[config.mk]
export PLATFORM = sky130hd
export DESIGN_NAME = i2c_stretch_target
export DESIGN_NICKNAME = d
export VERILOG_FILES = /design/src/rtl/i2cs_pkg.sv /design/src/rtl/i2cs_line_sync.sv /design/src/rtl/i2cs_engine.sv /design/src/rtl/i2c_stretch_target.sv
export SDC_FILE = /design/constraint.sdc
export NUM_CORES = 1
export LEC_CHECK = 0
export ABC_AREA = 1
export BUFFER_PORTS_ARGS = -buffer_cell sky130_fd_sc_hd__buf_2
export CORE_ASPECT_RATIO = 0.6
export CORE_MARGIN = 2
export CORE_UTILIZATION = 42
export DETAILED_ROUTE_END_ITERATION = 10
export GPL_ROUTABILITY_DRIVEN = 0
export GPL_TIMING_DRIVEN = 0
export PLACE_DENSITY_LB_ADDON = 0.15
export SLEW_MARGIN = 10
export SYNTH_ARGS = -nofsm -noshare
export SYNTH_HDL_FRONTEND = slang
export SYNTH_SLANG_ARGS = --single-unit
[constraint.sdc]
create_clock -name clk -period 3.4 [get_ports clk]
set_clock_uncertainty 0.15 [all_clocks]
set_input_delay 0.51 -clock clk [delete_from_list [all_inputs] [get_ports clk]]
set_output_delay 0.51 -clock clk [all_outputs]
set_load 0.005 [all_outputs]
[src/rtl/i2cs_pkg.sv]
package i2cs_pkg;
  localparam int TGT_ADDR_W = 7;
  localparam int BYTE_BITS  = 8;

  typedef enum logic [2:0] {
    ST_IDLE,
    ST_ADDR,
    ST_ADDR_ACK,
    ST_WR_BYTE,
    ST_WR_ACK,
    ST_HOLD,
    ST_RD_BYTE,
    ST_RD_ACK
  } tgt_state_e;
endpackage

[src/rtl/i2cs_line_sync.sv]
module i2cs_line_sync #(
  parameter int   STAGES  = 2,
  parameter logic RST_VAL = 1'b1
) (
  input  logic clk,
  input  logic rst_n,
  input  logic d,
  output logic q
);
  logic [STAGES-1:0] pipe_q;

  always_ff @(posedge clk or negedge rst_n) begin
    if (!rst_n) begin
      pipe_q <= {STAGES{RST_VAL}};
    end else begin
      pipe_q <= {pipe_q[STAGES-2:0], d};
    end
  end

  assign q = pipe_q[STAGES-1];
endmodule

[src/rtl/i2cs_engine.sv]
module i2cs_engine
  import i2cs_pkg::*;
#(
  parameter int PTR_W = 8
) (
  input  logic                  clk,
  input  logic                  rst_n,
  input  logic                  scl_s,
  input  logic                  sda_s,
  input  logic [TGT_ADDR_W-1:0] own_addr,
  input  logic                  local_ready,
  input  logic [BYTE_BITS-1:0]  rd_data,
  output logic                  hold_scl,
  output logic                  sda_low,
  output logic                  wr_valid,
  output logic [PTR_W-1:0]      wr_ptr,
  output logic [BYTE_BITS-1:0]  wr_data,
  output logic                  rd_req,
  output logic [PTR_W-1:0]      rd_ptr
);
  localparam int CNT_W = $clog2(BYTE_BITS + 1);
  localparam logic [CNT_W-1:0] CNT_FULL = CNT_W'(BYTE_BITS);
  localparam logic [CNT_W-1:0] CNT_LAST = CNT_W'(BYTE_BITS - 1);

  tgt_state_e           state_q, state_n;
  logic [CNT_W-1:0]     cnt_q, cnt_n;
  logic [BYTE_BITS-1:0] sh_q, sh_n;
  logic                 dir_rd_q, dir_rd_n;
  logic                 ack_rx_q, ack_rx_n;
  logic                 sda_low_q, sda_low_n;
  logic [PTR_W-1:0]     ptr_q, ptr_n;
  logic                 ptr_set_q, ptr_set_n;
  logic                 wr_valid_q, wr_valid_n;
  logic [PTR_W-1:0]     wr_ptr_q, wr_ptr_n;
  logic [BYTE_BITS-1:0] wr_data_q, wr_data_n;
  logic                 scl_q, sda_q;

  logic scl_rise, scl_fall, start_ev, stop_ev;
  assign scl_rise = scl_s & ~scl_q;
  assign scl_fall = ~scl_s & scl_q;
  assign start_ev = scl_s & scl_q & sda_q & ~sda_s;
  assign stop_ev  = scl_s & scl_q & ~sda_q & sda_s;

  always_comb begin
    state_n    = state_q;
    cnt_n      = cnt_q;
    sh_n       = sh_q;
    dir_rd_n   = dir_rd_q;
    ack_rx_n   = ack_rx_q;
    sda_low_n  = sda_low_q;
    ptr_n      = ptr_q;
    ptr_set_n  = ptr_set_q;
    wr_valid_n = 1'b0;
    wr_ptr_n   = wr_ptr_q;
    wr_data_n  = wr_data_q;
    if (stop_ev) begin
      state_n   = ST_IDLE;
      sda_low_n = 1'b0;
    end else if (start_ev) begin
      state_n   = ST_ADDR;
      cnt_n     = '0;
      ptr_set_n = 1'b0;
      sda_low_n = 1'b0;
    end else begin
      unique case (state_q)
        ST_IDLE: ;
        ST_ADDR: begin
          if (scl_rise) begin
            sh_n  = {sh_q[BYTE_BITS-2:0], sda_s};
            cnt_n = cnt_q + CNT_W'(1);
          end else if (scl_fall && cnt_q == CNT_FULL) begin
            if (sh_q[BYTE_BITS-1:1] == own_addr) begin
              state_n   = ST_ADDR_ACK;
              sda_low_n = 1'b1;
              dir_rd_n  = sh_q[0];
            end else begin
              state_n = ST_IDLE;
            end
          end
        end
        ST_ADDR_ACK, ST_WR_ACK: begin
          if (scl_fall) begin
            sda_low_n = 1'b0;
            state_n   = ST_HOLD;
            cnt_n     = '0;
          end
        end
        ST_HOLD: begin
          if (local_ready) begin
            cnt_n = '0;
            if (dir_rd_q) begin
              sh_n      = rd_data;
              sda_low_n = ~rd_data[BYTE_BITS-1];
              ptr_n     = ptr_q + PTR_W'(1);
              state_n   = ST_RD_BYTE;
            end else begin
              state_n = ST_WR_BYTE;
            end
          end
        end
        ST_WR_BYTE: begin
          if (scl_rise) begin
            sh_n  = {sh_q[BYTE_BITS-2:0], sda_s};
            cnt_n = cnt_q + CNT_W'(1);
          end else if (scl_fall && cnt_q == CNT_FULL) begin
            state_n   = ST_WR_ACK;
            sda_low_n = 1'b1;
            if (!ptr_set_q) begin
              ptr_n     = PTR_W'(sh_q);
              ptr_set_n = 1'b1;
            end else begin
              wr_valid_n = 1'b1;
              wr_ptr_n   = ptr_q;
              wr_data_n  = sh_q;
              ptr_n      = ptr_q + PTR_W'(1);
            end
          end
        end
        ST_RD_BYTE: begin
          if (scl_fall) begin
            cnt_n = cnt_q + CNT_W'(1);
            if (cnt_q == CNT_LAST) begin
              state_n   = ST_RD_ACK;
              sda_low_n = 1'b0;
            end else begin
              sh_n      = {sh_q[BYTE_BITS-2:0], 1'b0};
              sda_low_n = ~sh_q[BYTE_BITS-2];
            end
          end
        end
        ST_RD_ACK: begin
          if (scl_rise) begin
            ack_rx_n = ~sda_s;
          end else if (scl_fall) begin
            state_n = ack_rx_q ? ST_HOLD : ST_IDLE;
          end
        end
        default: state_n = ST_IDLE;
      endcase
    end
  end

  always_ff @(posedge clk or negedge rst_n) begin
    if (!rst_n) begin
      state_q    <= ST_IDLE;
      cnt_q      <= '0;
      sh_q       <= '0;
      dir_rd_q   <= 1'b0;
      ack_rx_q   <= 1'b0;
      sda_low_q  <= 1'b0;
      ptr_q      <= '0;
      ptr_set_q  <= 1'b0;
      wr_valid_q <= 1'b0;
      wr_ptr_q   <= '0;
      wr_data_q  <= '0;
      scl_q      <= 1'b1;
      sda_q      <= 1'b1;
    end else begin
      state_q    <= state_n;
      cnt_q      <= cnt_n;
      sh_q       <= sh_n;
      dir_rd_q   <= dir_rd_n;
      ack_rx_q   <= ack_rx_n;
      sda_low_q  <= sda_low_n;
      ptr_q      <= ptr_n;
      ptr_set_q  <= ptr_set_n;
      wr_valid_q <= wr_valid_n;
      wr_ptr_q   <= wr_ptr_n;
      wr_data_q  <= wr_data_n;
      scl_q      <= scl_s;
      sda_q      <= sda_s;
    end
  end

  assign hold_scl = (state_q == ST_HOLD);
  assign rd_req   = (state_q == ST_HOLD) & dir_rd_q;
  assign sda_low  = sda_low_q;
  assign wr_valid = wr_valid_q;
  assign wr_ptr   = wr_ptr_q;
  assign wr_data  = wr_data_q;
  assign rd_ptr   = ptr_q;
endmodule

[src/rtl/i2c_stretch_target.sv]
module i2c_stretch_target
  import i2cs_pkg::*;
#(
  parameter int   STRAP_W     = 2,
  parameter int   PTR_W       = 8,
  parameter int   SYNC_STAGES = 2,
  parameter logic [TGT_ADDR_W-STRAP_W-1:0] ADDR_HI = 5'b10100
) (
  input  logic                 clk,
  input  logic                 rst_n,
  input  logic                 scl_in,
  input  logic                 sda_in,
  output logic                 scl_drive_low,
  output logic                 sda_drive_low,
  input  logic [STRAP_W-1:0]   strap_addr,
  input  logic                 local_ready,
  output logic                 wr_valid,
  output logic [PTR_W-1:0]     wr_ptr,
  output logic [BYTE_BITS-1:0] wr_data,
  output logic                 rd_req,
  output logic [PTR_W-1:0]     rd_ptr,
  input  logic [BYTE_BITS-1:0] rd_data
);
  logic [1:0] raw_lines, synced_lines;
  assign raw_lines = {sda_in, scl_in};

  for (genvar gi = 0; gi < 2; gi++) begin : g_sync
    i2cs_line_sync #(.STAGES(SYNC_STAGES), .RST_VAL(1'b1)) u_sync (
      .clk  (clk),
      .rst_n(rst_n),
      .d    (raw_lines[gi]),
      .q    (synced_lines[gi])
    );
  end

  logic [TGT_ADDR_W-1:0] own_addr;
  assign own_addr = {ADDR_HI, strap_addr};

  i2cs_engine #(.PTR_W(PTR_W)) u_engine (
    .clk        (clk),
    .rst_n      (rst_n),
    .scl_s      (synced_lines[0]),
    .sda_s      (synced_lines[1]),
    .own_addr   (own_addr),
    .local_ready(local_ready),
    .rd_data    (rd_data),
    .hold_scl   (scl_drive_low),
    .sda_low    (sda_drive_low),
    .wr_valid   (wr_valid),
    .wr_ptr     (wr_ptr),
    .wr_data    (wr_data),
    .rd_req     (rd_req),
    .rd_ptr     (rd_ptr)
  );
endmodule

==> impl_metrics.csv <==
group,metric,value,unit
clocking,ctsResizeCount,0,
global_route,grt_antenna_before_repair,0,
global_route,grt_max_degree,51,
floorplanning,boundaryPins,43,
clocking,cts_buffers,5,
sta,fin_ws,1.34,ns
floorplanning,die_y,65.8,um
setup_path,arrival,2.14,ns
floorplanning,start_util,43.6,%
setup_path,timing.rr.start,"g_sync[1].u_sync.pipe_q[1]",
global_route,grt_pass1_wl,10900,um
setup_path,startpoint,"g_sync[1].u_sync.pipe_q[1]",
power_and_ir_drop,p_leak,1.67,nW
setup_path,crit_path_end_kind,"flop",
setup_path,required,3.48,ns
place,dpl.hpwl,5080,um
sta,max_slew.worst_pin.slew,0.630,ns
setup_path,crit_fanout,10,
routing,vias,2399,
sta,slew_headroom,58.0,%
logic_synthesis,syn-num-nets,371,
routing,drc_errors,0,
setup_path,crit_type,"reg -> reg",
floorplanning,row_count,22,
sta,finalHoldViolCount,0,
routing,drt_first_pass_iters,4,
routing,routedWlPerCell,13.4,um
cells_and_area,drive_gt1_share,22.1,%
power_and_ir_drop,vdd_ir_drop_max,0.000267,V
cells_and_area,diodes,0,
logic_synthesis,ys_seq_area_share,47.0,%
run_status,status,"complete, no violations",
flow_run,max_cap_violations,0,
setup_path,slowest_delay,0.59,ns
logic_synthesis,synth-edff-count,0,
routing,drt_iter0_markers,165,
logic_synthesis,synth.top_cell.area_share,41.1,%
logic_synthesis,synthArstFlopShare,100,%
sta,tns,0,ns
clocking,cts.htree.levels,2,
place,pre_cts_ws,1.37,ns
global_route,globalRouteOverflowTotal,0,
clocking,insertion_delay,0.30,ns
logic_synthesis,yosys_warnings,0,
clocking,cts_setup_buffers,0,
clocking,holdBufCountCts,0,
routing,antenna_left,0,
sta,slew_violations,0,
clocking,cts_tree,"built",
place,io_buffers,42,
logic_synthesis,postSynthCellCount,353,
clocking,cts.path.max_buffers,2,
floorplanning,die_w,107,um
setup_path,cpMaxStageDelayCell,"dfstp_2",
sta,post-route-period-util,60.7,%
clocking,path_clk_slew,0.09,ns
logic_synthesis,yosysTopAreaCell,"dfrtp_1",
global_route,grt_pass1_vias,2190,
power_and_ir_drop,power.density,665,nW/um^2
routing,avgViaCountPerCell,4.93,
logic_synthesis,synthDistinctLibCells,26,
worst_hold_path,hold_class,"in -> async",
logic_synthesis,synthFlopType,"dfrtp_1",
sta,max_freq,0.485,GHz
cells_and_area,fill_cells,624,
cells_and_area,num-nets-final,420,
setup_path,critical_path.most_common_cell,"nand2_1",
sta,min_period,2.06,ns
clocking,clock-sinks,50,
logic_synthesis,syn_avg_cell_area,7.58,sq um
logic_synthesis,yosys-top-cells-area,"dfrtp_1 (41%), nand2_1 (14%), o21ai_0 (7.1%)",
setup_path,cp-start-kind,"flop",
global_route,gr-usage-all-layers,20.0,%
logic_synthesis,ys_ff_latch,50,
floorplanning,die_area,7050,sq um
floorplanning,core_region_area,6140,sq um
logic_synthesis,syn_area,2680,sq um
setup_path,path_cells,"inv_2 > nand4_2 > nand2_1 > nor2_2 > nand2_2 > nor3_4 > buf_6 > nand2_1 > o21ai_2",
routing,routed_wl,6550,um
sta,rsz0062_at_grt,"no",
sta,setup_viol,0,
clocking,ctsRootBufferMaster,"clkbuf_8",
cells_and_area,syn_to_final_growth,15.8,%
-- worst max-delay path: cells and delay by family (launching register included) --
family / cells / cell delay (ns)
AO/OA/AOI/OAI: 1 / 0.05
flip-flops: 1 / 0.59
buffers and inverters: 2 / 0.27
AND/OR/NAND/NOR: 6 / 0.92
-- Yosys cell counts, types with 3 or more instances --
library cell	number
xor2_1	3
o21ai_0	38
nand2_2	6
buf_2	6
nand2_1	102
o211ai_1	3
nor2_1	26
nand4_1	6
dfrtp_1	44
o21ai_1	14
dfstp_2	6
a21oi_1	6
inv_2	10
nor2_2	3
nor3_1	3
inv_1	37
ha_1	3
nand3_1	26
-- path summary, 6_finish.rpt --
kind                                         endpoint  slack (ns)  cells after the start
min                                u_engine.wr_ptr[4]        0.07                      1
max reg2reg                          u_engine.sh_q[5]        1.34                      9
max                                  u_engine.sh_q[5]        1.34                      9
max in group asynchronous           u_engine.ack_rx_q        2.60                      1
min in group clk           g_sync[0].u_sync.pipe_q[0]        0.16                      1
min reg2reg                g_sync[1].u_sync.pipe_q[1]        0.21                      0
-- metrics by stage --
step | utilization (%) | hold slack (ns) | std cells | area [sq um] | total power [mW]
after floorplan | - | 0.0644 | 353 | 2680 | 1.41
after global placement | 48.7 | 0.197 | 479 | 2990 | 1.64
after detailed placement | 48.7 | 0.198 | 479 | 2990 | 1.66
after CTS | 50.5 | 0.147 | 487 | 3100 | 2.07
after global routing | 50.5 | 0.130 | 487 | 3100 | 2.24
final | 50.5 | 0.0738 | 487 | 3100 | 2.06
-- logic make-up after synthesis --
kind of cell | Yosys count | share of synthesized area (%)
AND/OR/NAND/NOR | 178 | 29.6
AO/OA/AOI/OAI | 64 | 12.6
buffers and inverters | 55 | 8.42
flip-flops | 50 | 47.0
XOR/XNOR | 3 | 0.982
adder cells (fa/ha/maj) | 3 | 1.40
-- area by class of cell --
class                      instances  area [sq um]  share of cell area, %
sequential                        50          1260                   40.6
clock inverter                     1          30.0                  0.969
tap                               84           105                   3.39
inverter                          47           176                   5.69
clock buffer                       7          76.3                   2.46
buffer                             8          48.8                   1.57
timing repair buffer              42           213                   6.86
multi-input combinational        248          1190                   38.5
-- power breakdown --
part / internal [mW] / switching [mW] / leakage [nW]
clock network: 0.220 / 0.190 / 0.0524
registers: 0.708 / 0.105 / 0.635
logic: 0.288 / 0.552 / 0.986
-- registers in the layout, indices dropped and copies added, names as in the netlist --
| signal | cells |
|---|---|
| u_engine.state_q | 3 |
| g_sync.u_sync.pipe_q | 4 |
| u_engine.wr_valid | 1 |
| u_engine.ptr_set_q | 1 |
| u_engine.dir_rd_q | 1 |
| u_engine.sda_q | 1 |
| u_engine.scl_q | 1 |
| u_engine.wr_data | 8 |
| u_engine.cnt_q | 4 |
| u_engine.sh_q | 8 |
| u_engine.rd_ptr | 8 |
| u_engine.wr_ptr | 8 |
| u_engine.sda_low | 1 |
| u_engine.ack_rx_q | 1 |
-- layer usage --
| layer | up-vias | global-route usage (%) | routed length [um] |
|---|---|---|---|
| li1 | 1237 | - | - |
| met1 | 1105 | 33.8 | 3810 |
| met2 | 52 | 25.3 | 2340 |
| met3 | 5 | 4.73 | 361 |
| met4 | 0 | 2.76 | 35 |
| met5 | - | 0 | 0 |
-- layout by cell type, fill, tap and decap left out, drive strengths merged --
cell type    n
o21ai       54
o211ai       3
nand2      108
clkbuf       7
a31oi        1
ha           3
nor2        30
nand4        8
inv         47
buf         50
bufinv       1
a21oi        6
dfstp        6
xor2         3
nand3       28
dfrtp       44
nor3         4
Power figures use the tool's default switching activity.
